[config.mk]
export PLATFORM = sky130hd
export DESIGN_NAME = pata_pio_cycle
export DESIGN_NICKNAME = d
export VERILOG_FILES = /design/src/rtl/pata_pio_pkg.sv /design/src/rtl/pata_pio_sync.sv /design/src/rtl/pata_pio_timing.sv /design/src/rtl/pata_pio_fmt.sv /design/src/rtl/pata_pio_cycle.sv
export SDC_FILE = /design/constraint.sdc
export NUM_CORES = 1
export LEC_CHECK = 0
export BUFFER_PORTS_ARGS = -buffer_cell sky130_fd_sc_hd__buf_2
export CAP_MARGIN = 30
export CORE_AREA = 5 5 104 106
export CTS_CLUSTER_SIZE = 25
export DETAILED_ROUTE_END_ITERATION = 10
export DIE_AREA = 0 0 109 111
export HOLD_SLACK_MARGIN = 0.03
export PLACE_DENSITY = 0.67
export SYNTH_ARGS = -nofsm -noshare
export SYNTH_HDL_FRONTEND = slang
export SYNTH_SLANG_ARGS = --single-unit
export TNS_END_PERCENT = 5
[constraint.sdc]
create_clock -name clk -period 2.19 [get_ports clk]
set_input_delay 0.438 -clock clk [delete_from_list [all_inputs] [get_ports clk]]
set_output_delay 0.438 -clock clk [all_outputs]
set_load 0.01 [all_outputs]
[src/rtl/pata_pio_pkg.sv]
package pata_pio_pkg;

  typedef enum logic [1:0] {
    PH_IDLE   = 2'd0,
    PH_SETUP  = 2'd1,
    PH_ACTIVE = 2'd2,
    PH_RECOV  = 2'd3
  } pio_phase_e;

  // active-low chip-select codes: bit 0 command block, bit 1 control block
  localparam logic [1:0] CS_NONE = 2'b11;
  localparam logic [1:0] CS_CMD  = 2'b10;
  localparam logic [1:0] CS_CTL  = 2'b01;

endpackage

[src/rtl/pata_pio_sync.sv]
module pata_pio_sync #(
  parameter int   STAGES  = 2,
  parameter logic RST_VAL = 1'b1
) (
  input  logic clk,
  input  logic rst_n,
  input  logic d,
  output logic q
);

  generate
    if (STAGES <= 1) begin : g_single
      logic s_q;
      always_ff @(posedge clk or negedge rst_n) begin
        if (!rst_n) s_q <= RST_VAL;
        else        s_q <= d;
      end
      assign q = s_q;
    end else begin : g_chain
      logic [STAGES-1:0] sh_q;
      always_ff @(posedge clk or negedge rst_n) begin
        if (!rst_n) sh_q <= {STAGES{RST_VAL}};
        else        sh_q <= {sh_q[STAGES-2:0], d};
      end
      assign q = sh_q[STAGES-1];
    end
  endgenerate

endmodule

[src/rtl/pata_pio_timing.sv]
module pata_pio_timing #(
  parameter int SU_W  = 4,
  parameter int ACT_W = 8,
  parameter int REC_W = 8,
  parameter int CNT_W = 8,
  parameter int TW    = SU_W + ACT_W + REC_W
) (
  input  logic [TW-1:0]    timing_word,
  output logic [CNT_W-1:0] su_last,
  output logic [CNT_W-1:0] act_last,
  output logic [CNT_W-1:0] rec_last
);

  localparam int ACT_LSB = SU_W;
  localparam int REC_LSB = SU_W + ACT_W;

  // last counter value of a phase; zero and one both give a single cycle
  function automatic logic [CNT_W-1:0] last_of(input logic [CNT_W-1:0] f);
    return (f == '0) ? '0 : f - 1'b1;
  endfunction

  assign su_last  = last_of(CNT_W'(timing_word[SU_W-1:0]));
  assign act_last = last_of(CNT_W'(timing_word[ACT_LSB +: ACT_W]));
  assign rec_last = last_of(CNT_W'(timing_word[REC_LSB +: REC_W]));

endmodule

[src/rtl/pata_pio_fmt.sv]
module pata_pio_fmt #(
  parameter int DW = 16
) (
  input  logic          wide,
  input  logic          swap,
  input  logic [DW-1:0] din,
  output logic [DW-1:0] dout
);

  localparam int HW = DW / 2;

  always_comb begin
    if (!wide)     dout = {{(DW-HW){1'b0}}, din[HW-1:0]};
    else if (swap) dout = {din[HW-1:0], din[DW-1:HW]};
    else           dout = din;
  end

endmodule

[src/rtl/pata_pio_cycle.sv]
module pata_pio_cycle #(
  parameter int SU_W        = 4,
  parameter int ACT_W       = 8,
  parameter int REC_W       = 8,
  parameter int DW          = 16,
  parameter int AW          = 3,
  parameter int WAIT_LIMIT  = 256,
  parameter int SYNC_STAGES = 2,
  parameter int TW          = SU_W + ACT_W + REC_W
) (
  input  logic          clk,
  input  logic          rst_n,
  input  logic          ctl_enable,
  input  logic          cfg_iordy_en,
  input  logic          cfg_swap,
  input  logic [TW-1:0] timing_word,
  input  logic          req_valid,
  output logic          req_ready,
  input  logic          req_write,
  input  logic [AW:0]   req_sel,
  input  logic [DW-1:0] req_wdata,
  output logic          done,
  output logic [DW-1:0] rd_data,
  output logic          timeout_err,
  output logic [1:0]    ata_cs_n,
  output logic [AW-1:0] ata_addr,
  output logic          ata_dior_n,
  output logic          ata_diow_n,
  output logic [DW-1:0] ata_dout,
  output logic          ata_doe,
  input  logic [DW-1:0] ata_din,
  input  logic          ata_iordy
);
  import pata_pio_pkg::*;

  localparam int MAXF   = (SU_W > ACT_W) ? ((SU_W > REC_W) ? SU_W : REC_W)
                                         : ((ACT_W > REC_W) ? ACT_W : REC_W);
  localparam int CNT_W  = MAXF;
  localparam int WCNT_W = $clog2(WAIT_LIMIT + 1);

  pio_phase_e        st_q, st_d;
  logic [CNT_W-1:0]  cnt_q, cnt_d;
  logic [WCNT_W-1:0] wait_q, wait_d;
  logic              accept, capture, done_d, err_set;
  logic              wr_q, wide_q, swap_q, iordy_en_q, ctl_q;
  logic [AW-1:0]     addr_q;
  logic [DW-1:0]     wdata_q, rdata_q;
  logic              err_q, done_q;
  logic              iordy_s;
  logic [CNT_W-1:0]  su_last, act_last, rec_last;
  logic [DW-1:0]     wfmt, rfmt;
  logic              req_wide;

  assign req_wide = !req_sel[AW] && (req_sel[AW-1:0] == '0);

  pata_pio_timing #(.SU_W(SU_W), .ACT_W(ACT_W), .REC_W(REC_W), .CNT_W(CNT_W), .TW(TW))
    u_timing (.timing_word(timing_word), .su_last(su_last),
              .act_last(act_last), .rec_last(rec_last));

  pata_pio_sync #(.STAGES(SYNC_STAGES), .RST_VAL(1'b1))
    u_iordy_sync (.clk(clk), .rst_n(rst_n), .d(ata_iordy), .q(iordy_s));

  pata_pio_fmt #(.DW(DW)) u_wfmt (.wide(req_wide), .swap(cfg_swap),
                                  .din(req_wdata), .dout(wfmt));
  pata_pio_fmt #(.DW(DW)) u_rfmt (.wide(wide_q), .swap(swap_q),
                                  .din(ata_din), .dout(rfmt));

  // next-state logic
  always_comb begin
    st_d    = st_q;
    cnt_d   = cnt_q;
    wait_d  = wait_q;
    accept  = 1'b0;
    capture = 1'b0;
    done_d  = 1'b0;
    err_set = 1'b0;
    unique case (st_q)
      PH_IDLE: begin
        if (ctl_enable && req_valid) begin
          accept = 1'b1;
          st_d   = PH_SETUP;
          cnt_d  = su_last;
        end
      end
      PH_SETUP: begin
        if (cnt_q == '0) begin
          st_d   = PH_ACTIVE;
          cnt_d  = act_last;
          wait_d = '0;
        end else begin
          cnt_d = cnt_q - 1'b1;
        end
      end
      PH_ACTIVE: begin
        if (cnt_q != '0) begin
          cnt_d = cnt_q - 1'b1;
        end else if (iordy_en_q && !iordy_s && (wait_q != WCNT_W'(WAIT_LIMIT))) begin
          wait_d = wait_q + 1'b1;
        end else begin
          err_set = iordy_en_q && !iordy_s;
          capture = !wr_q;
          st_d    = PH_RECOV;
          cnt_d   = rec_last;
        end
      end
      PH_RECOV: begin
        if (cnt_q == '0) begin
          st_d   = PH_IDLE;
          done_d = 1'b1;
        end else begin
          cnt_d = cnt_q - 1'b1;
        end
      end
      default: st_d = PH_IDLE;
    endcase
  end

  // sequencing registers
  always_ff @(posedge clk or negedge rst_n) begin
    if (!rst_n) begin
      st_q   <= PH_IDLE;
      cnt_q  <= '0;
      wait_q <= '0;
      done_q <= 1'b0;
    end else begin
      st_q   <= st_d;
      cnt_q  <= cnt_d;
      wait_q <= wait_d;
      done_q <= done_d;
    end
  end

  // request capture, enabled on acceptance
  always_ff @(posedge clk or negedge rst_n) begin
    if (!rst_n) begin
      wr_q       <= 1'b0;
      wide_q     <= 1'b0;
      swap_q     <= 1'b0;
      iordy_en_q <= 1'b0;
      ctl_q      <= 1'b0;
      addr_q     <= '0;
      wdata_q    <= '0;
    end else if (accept) begin
      wr_q       <= req_write;
      wide_q     <= req_wide;
      swap_q     <= cfg_swap;
      iordy_en_q <= cfg_iordy_en;
      ctl_q      <= req_sel[AW];
      addr_q     <= req_sel[AW-1:0];
      wdata_q    <= wfmt;
    end
  end

  // read data, enabled on strobe release
  always_ff @(posedge clk or negedge rst_n) begin
    if (!rst_n)       rdata_q <= '0;
    else if (capture) rdata_q <= rfmt;
  end

  // sticky stretch timeout, cleared by the next accepted request
  always_ff @(posedge clk or negedge rst_n) begin
    if (!rst_n)       err_q <= 1'b0;
    else if (accept)  err_q <= 1'b0;
    else if (err_set) err_q <= 1'b1;
  end

  // outputs
  assign req_ready   = (st_q == PH_IDLE) && ctl_enable;
  assign ata_cs_n    = ((st_q == PH_SETUP) || (st_q == PH_ACTIVE))
                       ? (ctl_q ? CS_CTL : CS_CMD) : CS_NONE;
  assign ata_addr    = addr_q;
  assign ata_dior_n  = !((st_q == PH_ACTIVE) && !wr_q);
  assign ata_diow_n  = !((st_q == PH_ACTIVE) && wr_q);
  assign ata_doe     = wr_q && (st_q != PH_IDLE);
  assign ata_dout    = wdata_q;
  assign done        = done_q;
  assign rd_data     = rdata_q;
  assign timeout_err = err_q;

endmodule

* Word-level counts from Yosys, hierarchy flattened
Index checks and enable logic that the tools add are counted.
** Storage, ports and cells
- Input bits :: 64
- Memories :: 0
- Word-level logic and storage cells :: 95
- RAM bits :: 0
- Latch bits :: 0
- Memory bits (read-only) :: 0
- Output and inout port bits :: 43
- Bits in registers :: 63
** Operators by class
- Mux-type cells :: 37
- Magnitude comparators :: 0
- Bitwise operators :: 0
- Add/sub/neg operators :: 5
- Shift-type cells :: 0
- Divide/modulo/power cells :: 0
- Equality and inequality tests :: 12
- Multiply operators :: 0
- Reductions and logical operators :: 27
** Operators with widths (number)
- two-way mux 16 bit :: 4
- two-way mux 8 bit :: 8
- one-hot mux 8 bit (4 select lines) :: 1
- two-way mux 9 bit :: 3
- zero test 8 bit :: 3
- subtractor 8 x 1 -> 8 bit, second input constant :: 3
- one-hot mux 9 bit (2 select lines) :: 1
- two-way mux 2 bit :: 7
- != test 2 bit, second input constant :: 7
- two-way mux 1 bit :: 12
- adder 9 x 1 -> 9 bit, second input constant :: 1
- != test 9 bit, second input constant :: 1
- logical AND 1 bit :: 8
- one-hot mux 2 bit (4 select lines) :: 1
- nonzero test 8 bit :: 1
- nonzero test 2 bit :: 3
- zero test 1 bit :: 5
- AND reduction 5 bit :: 1
- subtractor 4 x 1 -> 5 bit, second input constant :: 1
- == test 2 bit, second input constant :: 2
- zero test 4 bit :: 1
- AND reduction 4 bit :: 1
- zero test 3 bit :: 1
- != test 3 bit, second input constant :: 1
- 4 further kinds :: 4

* Depth between registers and ports, before layout
- Word-level depth :: 8
- Mapped depth :: 8
- Depth with buffers taken out :: 7

* By module
A second synthesis with hierarchy kept.
** Second synthesis, totals
- Cells, all modules :: 384
- Area, all modules :: 4132.7 µm²
** Modules (own cells, without submodules)
- pata_pio_cycle :: seq. area each 1526.5 µm², cells an instance 256, times used 1, area an instance 3069.2 µm²
- pata_pio_fmt :: seq. area each 0.0 µm², cells an instance 26, times used 2, area an instance 269.0 µm²
- pata_pio_timing :: seq. area each 0.0 µm², cells an instance 74, times used 1, area an instance 473.0 µm²
- pata_pio_sync :: seq. area each 52.6 µm², cells an instance 2, times used 1, area an instance 52.6 µm²

* Least setup slack after synthesis
Ideal clock, no wire load.
- Path type :: register -> register
- Start :: register cnt_q[0]
- End :: register rdata_q[0] (netlist: rd_data[0])
- Path slack :: -0.031 ns
- Clock period less this slack :: 2.221 ns
- Path buffers :: 1
- Arrival :: 2.093 ns
- Data required time :: 2.063 ns
- Library setup time :: 0.127 ns
- Stages on the path, launching flop included :: 8
- Cell sequence :: dfrtp_1 inv_1 ha_1 nor3b_2 nand2_1 nor3_4 buf_6 mux2_1
** Between the ends
- Word-level cells in the longest chain between the ends :: 3
** RTL lines
- start: declaration :: RTL line pata_pio_cycle.sv:42 : logic [CNT_W-1:0] cnt_q, cnt_d;
- start signal: assignment :: RTL line pata_pio_cycle.sv:127 : cnt_q <= cnt_d;
- nonzero test 8 bit :: RTL line pata_pio_cycle.sv:95 : if (cnt_q != '0) begin
- two-way mux 1 bit :: RTL line pata_pio_cycle.sv:95
- two-way mux 1 bit :: RTL line pata_pio_cycle.sv:77 : unique case (st_q)
- end signal: assignment :: RTL line pata_pio_cycle.sv:157 : else if (capture) rdata_q <= rfmt;
- end: declaration :: RTL line pata_pio_cycle.sv:47 : logic [DW-1:0] wdata_q, rdata_q;
Every way passes these cells.
A chain may end at the register's enable or synchronous reset.

* Worst setup path in the final report
- Start :: register cnt_q[5]
- End :: register cnt_q[0]
** Between the ends
- Word-level cells in the longest chain between the ends :: 3
- Elaborated cells on any way between the ends :: 8
- Classes of those cells :: eq/ne (2); mux (3); reduce/logical (3)
** RTL lines (RTL line)
- nonzero test 8 bit / zero test 8 bit (equally long branches) :: pata_pio_cycle.sv:95, pata_pio_cycle.sv:86, pata_pio_cycle.sv:107
- two-way mux 8 bit, or another cell as far along :: pata_pio_cycle.sv:95
- one-hot mux 8 bit (4 select lines) / AND reduction 3 bit (equally long branches)
Several ways; a longest one is shown, not always the timed one.

==> out/results.tsv <==
stage	metric	value	unit
grt	grt total ovfl	0	
drt	total number of vias	3367	
floorplan	Ports	107	
drt	Final ANT Viol Nets	0	
drt	routed length per instance	14.96	um
timing	RSZ-0062 raised after global routing	false	
floorplan	Die Height	111	um
synthesis	syn nets	450	
clocking	Post-CTS Repair Setup Buffers	0	
critical_path	r2r setup slk	150	ps
synthesis	Ys Warns	0	
clocking	Gates resized, CTS repair	0	
synthesis	Yosys reg bits	63	
clocking	CTS Hold Bufs	0	
synthesis	ys async rst share	100.0	%
placement	HPWL after detailed placement	7664	um
placement	Placed Cells	636	
synthesis	Mapped Cells	375	
synthesis	synth unique cells	67	
clocking	CTS sink count	63	
run	Max Cap Viol	0	
critical_path	critical path endpoint category	register	
critical_path	Critical Path Source Type	register	
clocking	clk_lat worst skew	350	ps
drt	routed vias/inst	5.164	
pwr	Lkg Pwr	2.432	nW
critical_path	Worst R2R Start	cnt_q[5]	
timing	Setup TNS Final	0	ps
synthesis	EDFF count, synth	0	
final_layout	layout cells sized above 1	38.92	%
drt	initial DRC count	123	
grt	largest net degree at the start of global routing	64	
clocking	Root Driver	clkbuf_8	
pwr	PD cells	1062	nW/um^2
final_layout	NumNets Final	589	
synthesis	ys flop type	dfrtp_1	
clocking	TritonCTS clock tree	built	
synthesis	Synth Area per Inst	10.19	sq um
clocking	cts bufs inserted	9	
drt	total iterations of the first detailed-routing run	6	
floorplan	starting density of the core	39.47	%
timing	post-layout minimum cycle time	2041	ps
floorplan	Core ar.	9684	sq um
timing	crit share post-route	93.21	%
critical_path	CP required	2420	ps
final_layout	commonest non-fill, non-tap cell in the layout	buf_2	
clocking	clock buffer depth	2	
placement	Final GP Congestion	0.8430	
timing	Relative slew margins	64.68	%
grt	GRT Resource Usage Total	16.77	%
pwr	Design Power	5.257	mW
placement	IO buf count	106	
final_layout	synth-to-layout area growth	29.53	%
drt	# DRC	0	
timing	Min Hold Slack	97.36	ps
floorplan	Die Area	12100	sq um
floorplan	# rows	36	
synthesis	Syn Std Cell Area	3822	sq um
final_layout	Fill cells	888	
grt	initial antenna violation count	0	
critical_path	crit path kind	register to register	
pwr	IR drop worst, VDD	704.6	uV
grt	first-pass GRT wire length	16360	um
timing	final setup violation count	0	
final_layout	final non-filler cell total	652	
critical_path	crit path DAT	2270	ps
critical_path	cells on worst reg2reg path	6	
timing	Hold Violations, Final	0	
hold_path	Hold Crit Class	primary input to asynchronous set/reset pin	
timing	Worst-Margin Slew	525.0	ps
floorplan	die width	109	um
status	status	finished, final reports clean	
clocking	H-tree depth	3	
final_layout	n_diodes	0	
drt	WL final	9751	um
critical_path	Reg-to-Reg End	cnt_q[0]	
timing	Clock Skew	9.455	ps
timing	FMAX	0.4899	GHz
clocking	CTS clk-pin slew, worst paths	70	ps
timing	max-slew violations	0	
final_layout	most frequent cells in the layout	106 x buf_2, 61 x dfrtp_1, 34 x nand2_1	
synthesis	register area share after synthesis	41.31	%
final_layout	fin util	51.12	%
critical_path	CP max FO	5	
grt	vias in the first global route	3469	
==> through the flow <==
| stage | area [sq um] | worst slack [ps] |
|---|---|---|
| floorplan | 3829 | 41.03 |
| global placement | 4748 | -3.842 |
| detailed placement | 4748 | -45.50 |
| CTS | 4932 | 142.2 |
| global route | 4951 | 1.013 |
| finish | 4951 | 148.6 |
==> logic make-up after synthesis <==
kind of cell             count (synthesis)  synth area share [%]
AND/OR/NAND/NOR                        118                 17.32
multiplexers                            58                 16.27
adder cells (fa/ha/maj)                 11                 3.601
buffers and inverters                   29                 3.077
flip-flops                              63                 41.31
AO/OA/AOI/OAI                           84                 15.68
XOR/XNOR                                12                 2.750
==> synth_stat cells (2+ instances only) <==
| cell type | number | share of area, % |
|---|---|---|
| clkbuf_1 | 8 | 0.79 |
| dfstp_2 | 2 | 1.4 |
| o21ai_0 | 30 | 3.9 |
| o211ai_1 | 3 | 0.59 |
| or4_4 | 3 | 0.88 |
| ha_1 | 11 | 3.6 |
| xnor2_1 | 8 | 1.8 |
| inv_1 | 18 | 1.8 |
| or3b_2 | 3 | 0.69 |
| o22ai_1 | 5 | 0.82 |
| a211oi_1 | 3 | 0.59 |
| a21oi_2 | 2 | 0.46 |
| a221oi_1 | 2 | 0.46 |
| xor2_1 | 4 | 0.92 |
| mux2_2 | 23 | 6.8 |
| nand3_1 | 6 | 0.79 |
| and3_1 | 2 | 0.33 |
| or3_1 | 5 | 0.82 |
| nor3_1 | 10 | 1.3 |
| o21ai_1 | 3 | 0.39 |
| nor3b_1 | 5 | 0.98 |
| a311o_1 | 2 | 0.52 |
| o21a_1 | 2 | 0.39 |
| nand2b_1 | 3 | 0.49 |
| dfrtp_1 | 61 | 40 |
| mux2_1 | 10 | 2.9 |
| or4_1 | 3 | 0.59 |
| mux2i_1 | 25 | 6.5 |
| nor2b_1 | 10 | 1.6 |
| nor4_1 | 2 | 0.33 |
| nor2_1 | 20 | 2.0 |
| o31ai_1 | 4 | 0.79 |
| a21oi_1 | 10 | 1.3 |
| nand2_1 | 34 | 3.3 |
==> worst max-delay path, stage by stage (launching register included) <==
cell	delay, ps
dfrtp_1	440
nor4_4	440
buf_4	210
a311o_1	280
o32ai_1	160
a2111oi_4	340
a21oi_2	50
==> registers in the layout (all words and copies together) (netlist names), 2 cells and up <==
name / cells
ata_dout: 16
rd_data: 16
wait_q: 9
cnt_q: 8
ata_addr: 3
st_q: 2
u_iordy_sync.g_chain.sh_q: 2
==> routing by layer <==
| layer | wire length [um] | GRT usage (%) | up-vias |
|---|---|---|---|
| li1 | - | - | 1654 |
| met1 | 4289 | 21.32 | 1640 |
| met2 | 4774 | 27.07 | 65 |
| met3 | 618 | 6.290 | 8 |
| met4 | 69 | 3.451 | 0 |
| met5 | 0 | 0 | - |
==> cell type report <==
type                    instances  area [sq um]  area share [%]
clock buffers                  11         151.4           3.058
inverters                      18         67.56           1.365
multi-input cells             283          2151           43.44
flip-flops and latches         63          1579           31.89
clock inverters                 5         32.53          0.6571
well taps                     133         166.4           3.361
repair buffers                139         803.3           16.22
==> worst max path at each step <==
stage | start | end | slack, ps | cells past startpoint
after detailed placement | timing_word[12] | cnt_q[0] | -50 | 9
final | cnt_q[5] | cnt_q[0] | 150 | 6
after global routing | cnt_q[0] | cnt_q[3] | 1 | 8
after CTS | cnt_q[0] | wait_q[8] | 140 | 8
after floorplan | cnt_q[0] | rd_data[0] | 40 | 7
after global placement | timing_word[12] | cnt_q[6] | -4 | 8
==> power by group <==
group / total, mW / leakage [nW] / switching (mW) / internal [mW]
clock: 0.933 / 0.0873 / 0.465 / 0.468
combinational: 2.61 / 1.52 / 1.39 / 1.21
sequential: 1.72 / 0.825 / 0.229 / 1.49
(Power assumes the default switching activity.)
